## config.mk

```make
export PLATFORM = sky130hd
export DESIGN_NAME = supply_rst_timer
export DESIGN_NICKNAME = d
export VERILOG_FILES = /design/src/rtl/supply_rst_pkg.sv /design/src/rtl/supply_rst_sync.sv /design/src/rtl/supply_rst_hold.sv /design/src/rtl/supply_rst_drive.sv /design/src/rtl/supply_rst_timer.sv
export SDC_FILE = /design/constraint.sdc
export NUM_CORES = 1
export LEC_CHECK = 0
export BUFFER_PORTS_ARGS = -buffer_cell sky130_fd_sc_hd__buf_2
export CORE_ASPECT_RATIO = 0.9
export CORE_MARGIN = 1
export CORE_UTILIZATION = 50
export DETAILED_ROUTE_END_ITERATION = 7
export PLACE_DENSITY_LB_ADDON = 0.2
export SLEW_MARGIN = 25
export SYNTH_ARGS = -nofsm -noshare
export SYNTH_HDL_FRONTEND = slang
export SYNTH_HIERARCHICAL = 1
export SYNTH_SLANG_ARGS = --single-unit
```

## constraint.sdc

```tcl
create_clock -name clk -period 2 [get_ports clk]
set_clock_uncertainty 0.15 [all_clocks]
set_input_delay 0.2 -clock clk [delete_from_list [all_inputs] [get_ports clk]]
set_output_delay 0.2 -clock clk [all_outputs]
set_load 0.005 [all_outputs]
```

## src/rtl/supply_rst_pkg.sv

```systemverilog
package supply_rst_pkg;
  function automatic int cnt_width(input longint unsigned limit);
    int w;
    w = 1;
    while ((64'd1 << w) <= limit) w++;
    return w;
  endfunction
endpackage

```

## src/rtl/supply_rst_sync.sv

```systemverilog
module supply_rst_sync #(
  parameter int STAGES = 2
) (
  input  logic clk,
  input  logic clr_n,
  input  logic d_async,
  output logic q_sync
);
  logic [STAGES-1:0] chain;

  always_ff @(posedge clk or negedge clr_n) begin
    if (!clr_n) chain <= '0;
    else        chain <= {chain[STAGES-2:0], d_async};
  end

  assign q_sync = chain[STAGES-1];

  // the final stage follows the one before it, one cycle later
  a_r8_two_stage: assert property (@(posedge clk) disable iff (!clr_n)
    chain[STAGES-1] == $past(chain[STAGES-2]));
endmodule

```

## src/rtl/supply_rst_hold.sv

```systemverilog
module supply_rst_hold #(
  parameter longint unsigned HOLD_CYCLES = 64'd25000000,
  localparam int CW = supply_rst_pkg::cnt_width(HOLD_CYCLES)
) (
  input  logic clk,
  input  logic clr_n,
  input  logic above,
  output logic done
);
  localparam logic [CW-1:0] LIMIT = CW'(HOLD_CYCLES);
  logic [CW-1:0] cnt;

  always_ff @(posedge clk or negedge clr_n) begin
    if (!clr_n)          cnt <= '0;
    else if (!above)     cnt <= '0;
    else if (cnt != LIMIT) cnt <= cnt + 1'b1;
  end

  assign done = (cnt == LIMIT);

  // a low sample clears the count
  a_r4_dip_clears: assert property (@(posedge clk) disable iff (!clr_n)
    !above |=> cnt == '0);
  // the count never goes past the limit
  a_r5_saturate: assert property (@(posedge clk) disable iff (!clr_n)
    cnt <= LIMIT);
  // once at the limit with the flag high, it stays there
  a_r5_hold_limit: assert property (@(posedge clk) disable iff (!clr_n)
    (done && above) |=> done);
endmodule

```

## src/rtl/supply_rst_drive.sv

```systemverilog
module supply_rst_drive #(
  parameter bit ACTIVE_LOW = 1'b1
) (
  input  logic asserted,
  output logic pin
);
  generate
    if (ACTIVE_LOW) begin : g_low
      assign pin = ~asserted;
    end else begin : g_high
      assign pin = asserted;
    end
  endgenerate
endmodule

```

## src/rtl/supply_rst_timer.sv

```systemverilog
module supply_rst_timer #(
  parameter longint unsigned HOLD_CYCLES = 64'd25000000,
  parameter bit ACTIVE_LOW = 1'b1
) (
  input  logic clk,
  input  logic vmin_ok,
  input  logic vtrip_ok,
  output logic rst_out
);
  logic above_s;
  logic hold_done;
  logic rst_act;

  supply_rst_sync #(.STAGES(2)) u_sync (
    .clk(clk), .clr_n(vmin_ok), .d_async(vtrip_ok), .q_sync(above_s)
  );

  supply_rst_hold #(.HOLD_CYCLES(HOLD_CYCLES)) u_hold (
    .clk(clk), .clr_n(vmin_ok), .above(above_s), .done(hold_done)
  );

  assign rst_act = !(vmin_ok && above_s && hold_done);

  supply_rst_drive #(.ACTIVE_LOW(ACTIVE_LOW)) u_drv (
    .asserted(rst_act), .pin(rst_out)
  );

  // a low synced flag means reset is active
  a_r2_low_asserts: assert property (@(posedge clk) disable iff (!vmin_ok)
    !above_s |-> rst_act);
  // release only comes from a completed hold count
  a_r3_release_on_count: assert property (@(posedge clk) disable iff (!vmin_ok)
    $fell(rst_act) |-> hold_done);
  // minimum-valid low forces assertion
  always_comb begin
    if (!vmin_ok) a_r6_min_forces: assert (rst_act);
  end
endmodule

```

Word level (Yosys, flattened, before mapping):

Cells that the tools add are included.

* add/sub/neg operators: 1
* multipliers: 0
* div/mod/pow operators: 0
* $lt $le $gt $ge: 0
* equality and inequality tests: 3
* shift-type cells: 0
* muxes and demuxes: 2
* bitwise operators: 0
* reductions and logical operators: 2

Operator list (number)
* 25-bit 2-to-1 mux: 2
* 25-bit by 1-bit adder with 25-bit output, second input constant: 1
* 25-bit == test, second input constant: 1
* 25-bit inequality test, second input constant: 1
* 1-bit logical AND: 2
* 2-bit by 1-bit inequality test with 1-bit output, second input constant: 1

* bits in registers: 27
* bits in latches: 0
* memory bits (writable): 0
* ROM bits: 0
* input bits: 3
* output and inout port bits: 1
* logic and storage cells: 10
* memories kept: 0

Logic depth before layout (Yosys ltp):

* depth after elaboration: 3
* depth in mapped cells: 7
* mapped depth without buffers: 7

Hierarchy:

The synthesis kept the hierarchy.

By module, submodules not included
* supply_rst_hold: times used 1, cells each 143, area each 1372.6 sq um, seq. area each 625.6 sq um
* supply_rst_sync: times used 1, cells each 2, area each 50.0 sq um, seq. area each 50.0 sq um
* supply_rst_timer: times used 1, cells each 1, area each 5.0 sq um, seq. area each 0.0 sq um
* supply_rst_drive: times used 1, cells each 1, area each 3.8 sq um, seq. area each 0.0 sq um

Worst setup path before layout:

OpenSTA, ideal clock, no wires.

* path kind: register -> register
* start: register u_hold.cnt[0]
* end: register u_hold.cnt[1]
* library setup time: 78 ps
* arrival: 1697 ps
* required time: 1772 ps
* path slack: 75 ps
* stages on the path, launching flop included: 7
* buffers on the path: 0
* period minus slack after synthesis: 1925 ps
* cell sequence: dfrtp_1 -> inv_1 -> ha_1 -> nor4bb_1 -> nand4_1 -> or4_1 -> a21oi_1

* word-level cells in the longest chain between the ends: 3
* elaborated cells on any way between the ends: 5
* those cells by class: 1 x add/sub; 2 x eq/ne; 2 x mux

Ends and longest elaborated chain
* from (decl): line supply_rst_hold.sv:11 `logic [CW-1:0] cnt;`
* from (signal assigned): line supply_rst_hold.sv:16 `else if (cnt != LIMIT) cnt <= cnt + 1'b1;`
* 25-bit by 1-bit adder with 25-bit output: line supply_rst_hold.sv:16
* 25-bit 2-to-1 mux: line supply_rst_hold.sv:16
* 25-bit 2-to-1 mux: line supply_rst_hold.sv:15 `else if (!above) cnt <= '0;`

Several ways; a longest one is shown, not always the timed one. The select of a mux whose other input is x is not followed.
A chain may end at the register's enable or synchronous reset.

Worst setup path in the final report:

* start: register u_hold.cnt[1]
* end: output port rst_out

* word-level cells in the longest chain between the ends: 2

Ends and longest elaborated chain
* 25-bit == test: line supply_rst_hold.sv:19 `assign done = (cnt == LIMIT);`
* named net hold_done: line supply_rst_timer.sv:11 `logic hold_done;`
* 1-bit logical AND: line supply_rst_timer.sv:22 `assign rst_act = !(vmin_ok && above_s && hold_done);`
* to (decl): line supply_rst_timer.sv:8 `output logic rst_out`

The timed path passes the listed nets, and every way through them passes these cells.

==> results <==
- The run finished, with violations left.
- The final reports fail on negative setup slack.
- For the pin with the worst max-slew slack, the measured transition is approximately 360 ps.
- The number of global-route vias before repair is 1091.
- Data on the critical path is required at its endpoint by 1650 ps.
- 0 antenna diodes ended up in the layout.
- The first-pass iteration count of the detailed router is 4.
- The setup slack after placement is -12.5 ps.
- The total number of vias is 1202.
- The worst-case IR drop observed on VDD is 0.295 mV.
- After synthesis, the cell types taking the most area are dfrtp_1 47%, xnor2_1 4.3%, o31ai_1 4.2%.
- The global-route usage over all layers is a little over a fifth.
- The reg-to-reg setup timing slack is -40 ps.
- The hold violation total from the final report is 0.
- No sink is reached through more buffers than the 2 on the longest clock path.
- The initial detailed-routing violation count is 52.
- Of the cells placed in the final design, the portion with a size suffix greater than 1 is 22.4%.
- The first-pass GRT wire length is 4.91 mm.
- Setup repair after global routing could not meet its margin everywhere.
- The library cell used most frequently in the layout, excluding fill and tap cells, is dfrtp_1.
- The cell internal power dissipation is roughly 650 uW.
- The class of the tightest hold or removal check is in2async.
- Entering global routing, the biggest net connects 28 pins.
- After detailed placement, the design holds a cell count of 197.
- The CTS root buffer is clkbuf_4.
- The clock share of power is 28.3%.
- Of all flip-flops after synthesis, the portion carrying an async set or reset was 100%.
- The final layout contains routed wiring with a total length of 3.00 mm.
- The number of flops mapped to enable cells by yosys is 0.
- The arrival time of data at the critical path endpoint is 1750 ps.
- Across the run, the number of max-cap violations was 0.
- In this run the vertical extent of the chip is 52.8 um.
- The HPWL reported at the end of detailed placement is 2.03 mm.
- The standard-cell row count is 18.
- The worst path uses 105% of the clock period.
- The die covers 3080 um^2.
- In the layout the commonest cells are 23 x dfrtp_1, 14 x buf_4, 13 x nor2_1, 11 x a21oi_1, 9 x nand3_1.
- Setup slack on the critical path of the routed design comes to -101 ps.
- The final standard cell utilization of the core is 61.3%.
- The synthesized design spends more area on one cell type than any other, namely dfrtp_1.
- For this configuration, the core starts out at a cell density of a little over half.
- The leakage power is 0.645 nW.
- The mapped cell area is roughly 1400 um^2.
- The area occupied by registers is ~680 um^2.
- The number of nets at the end of the flow is roughly 170.
- The signed area change from the synthesized netlist to the final layout is 16.7%.
- The smallest clock period supported by the final layout is computed as ~2100 ps.
- Each instance of the synthesized netlist takes up on average 9.74 um^2.
- The kind of critical path is reg2out.
- Summing all multi-input logic gate instances after layout gives 736 um^2.
- The mean routed wirelength per cell is approximately 15 um.
- From left edge to right edge, the die measures 58.4 um.
- For this run, the number of standard cells in the final layout without fillers is about 200.
- The total overflow left after global routing is 0.
- The type of element capturing the critical path is an output pin.
- In this run the tool buffered the top-level ports with 3 buffer cells.
- The startpoint of the most critical register-to-register path is u_hold/cnt[1].
- The worst pin sits at a relative slew slack of roughly three quarters.
- The share of total power dissipated in combinational logic is 7.0%.
- The net switching share of the total power is 24.4%.
- For this run, the leading register cell type out of synthesis is dfrtp_1.
- The post-synthesis sequential area ratio is 47.2%.
- The net switching component of the power is ~210 uW.
- Buffers inserted during clock tree synthesis total 3.
- TritonCTS built the clock tree.
- The depth of the worst register-to-register path is 9.
- The number of nets handed over by synthesis was roughly 150.
- The cell count after synthesis is 147.
- The number of antenna violations at the first check in global routing is 0.
- The max-slew violation count is 0.
- Once layout is done, the placed cells without fillers occupy 1670 um^2.
- The top-area cell type share of the netlist area is roughly 47%.
- The number of levels in the clock H-tree is 1.
- The area of the core region is 2730 um^2.
- Across all hold checks on the routed design, the worst slack comes to approximately 230 ps.
- The Yosys warning count is 6.
- The maximum frequency from static timing analysis is 476 MHz.
- The layout has between 200 and 250 filler cells.
- The clock insertion delay at the later pin of the skew report is around 340 ps.
- At the end of routability-driven placement, the weighted congestion stood at ~0.8.
- After synthesis, the netlist uses 33 different library cells.
- Once detail routing completed, the nets flagged for antenna violations numbered 0.
- The share of total power dissipated in sequential elements is 64.7%.
- The startpoint class of the critical path is a flop.
- Using the TritonRoute via totals, the vias-per-cell ratio works out to slightly below 6.
- In this run the worst path has a maximum fanout of 2.
- The number of register bits inferred by synthesis is 27.
- The CTS sink count is 27.
- After clock tree synthesis, the clock-pin slew on the worst setup and hold paths is 160 ps.
- The number of remaining DRC errors is 0.
- Once placement finished, the instance area stood at around 1600 um^2.
- In this run the critical register-to-register path is captured at u_hold/cnt[0].
- The number of top-level pins is 4.
- The number of endpoints failing setup at the final stage is 4.
- The total power density per cell area is 518 nW/um^2.
==> synth_stat cells (all sizes together), types with 6 or more instances <==
cell type,number
nand3,10
nor4,6
xnor2,7
a21oi,11
nand4,7
xor2,6
dfrtp,27
inv,9
nand2,6
o31ai,8
nor2,13
or4,8
==> routing by layer <==
| metal | routed length (um) | GRT usage [%] | vias to the layer above |
|---|---|---|---|
| met1 | 1350 | 29.4 | 582 |
| met3 | 124 | 4.69 | 6 |
| met5 | 0 | 0 | - |
| met2 | 1470 | 34.1 | 37 |
| li1 | - | - | 577 |
| met4 | 44 | 8.33 | 0 |
==> cells by family (layout without fill, tap and decap cells) <==
logic type | Yosys count | count (layout) | share of synthesized area (%)
compound gates | 23 | 23 | 9.97
xor+xnor | 13 | 13 | 7.95
fa+ha+maj | 2 | 2 | 1.75
buf+inv | 14 | 32 | 4.28
flops | 27 | 27 | 47.2
simple gates | 68 | 68 | 28.8
==> metrics by stage <==
stage,setup TNS (ps),total power [mW]
2_1_floorplan,0,0.590
3_3_place_gp,0,0.619
3_5_place_dp,-12.5,0.621
4_1_cts,-120,0.876
5_1_grt,-739,0.907
6_report,-219,0.865
==> worst max path at each step <==
stage | start | to | cells after the start
after floorplan | u_hold/cnt[0] | u_hold/cnt[1] | 6
after global placement | u_hold/cnt[1] | u_hold/cnt[1] | 6
after detailed placement | u_hold/cnt[1] | u_hold/cnt[1] | 6
after CTS | u_hold/cnt[1] | rst_out | 8
after global routing | u_hold/cnt[1] | rst_out | 8
final | u_hold/cnt[1] | rst_out | 8
==> worst max-delay path, cell delays in order, from the launching register on <==
cell	delay, ps
dfrtp_1	420
inv_2	90
ha_4	120
nor4bb_4	190
nand4_1	180
nor3_2	160
nand3_1	90
inv_1	60
buf_2	100
==> area by class of cell <==
class	count	share of cell area, %
clock buffers	3	1.35
clock inverters	1	0.449
inverters	9	2.02
multi-input cells	106	44.0
flip-flops and latches	27	40.7
well taps	40	3.00
repair buffers	19	8.39
==> timing repair <==
action,CTS,global route
hold buffers,2,0
resized for setup,8,5
endpoints found under the setup margin,2,6
pin swaps,6,2
hold endpoints to repair,28,0
setup buffers,2,1
==> sequential cells by signal, summed over array words and instances (netlist names) <==
signal	cells
u_hold/cnt	25
u_sync/chain	2
==> power by group through the flow <==
stage	sequential [mW]	combinational, mW	clock (mW)
2_1_floorplan	0.570	0.0203	0
3_3_place_gp	0.568	0.0507	0
3_5_place_dp	0.568	0.0520	0
4_1_cts	0.559	0.0607	0.257
5_1_grt	0.561	0.0679	0.279
6_report	0.560	0.0603	0.245
Power figures use the tool's default switching activity.
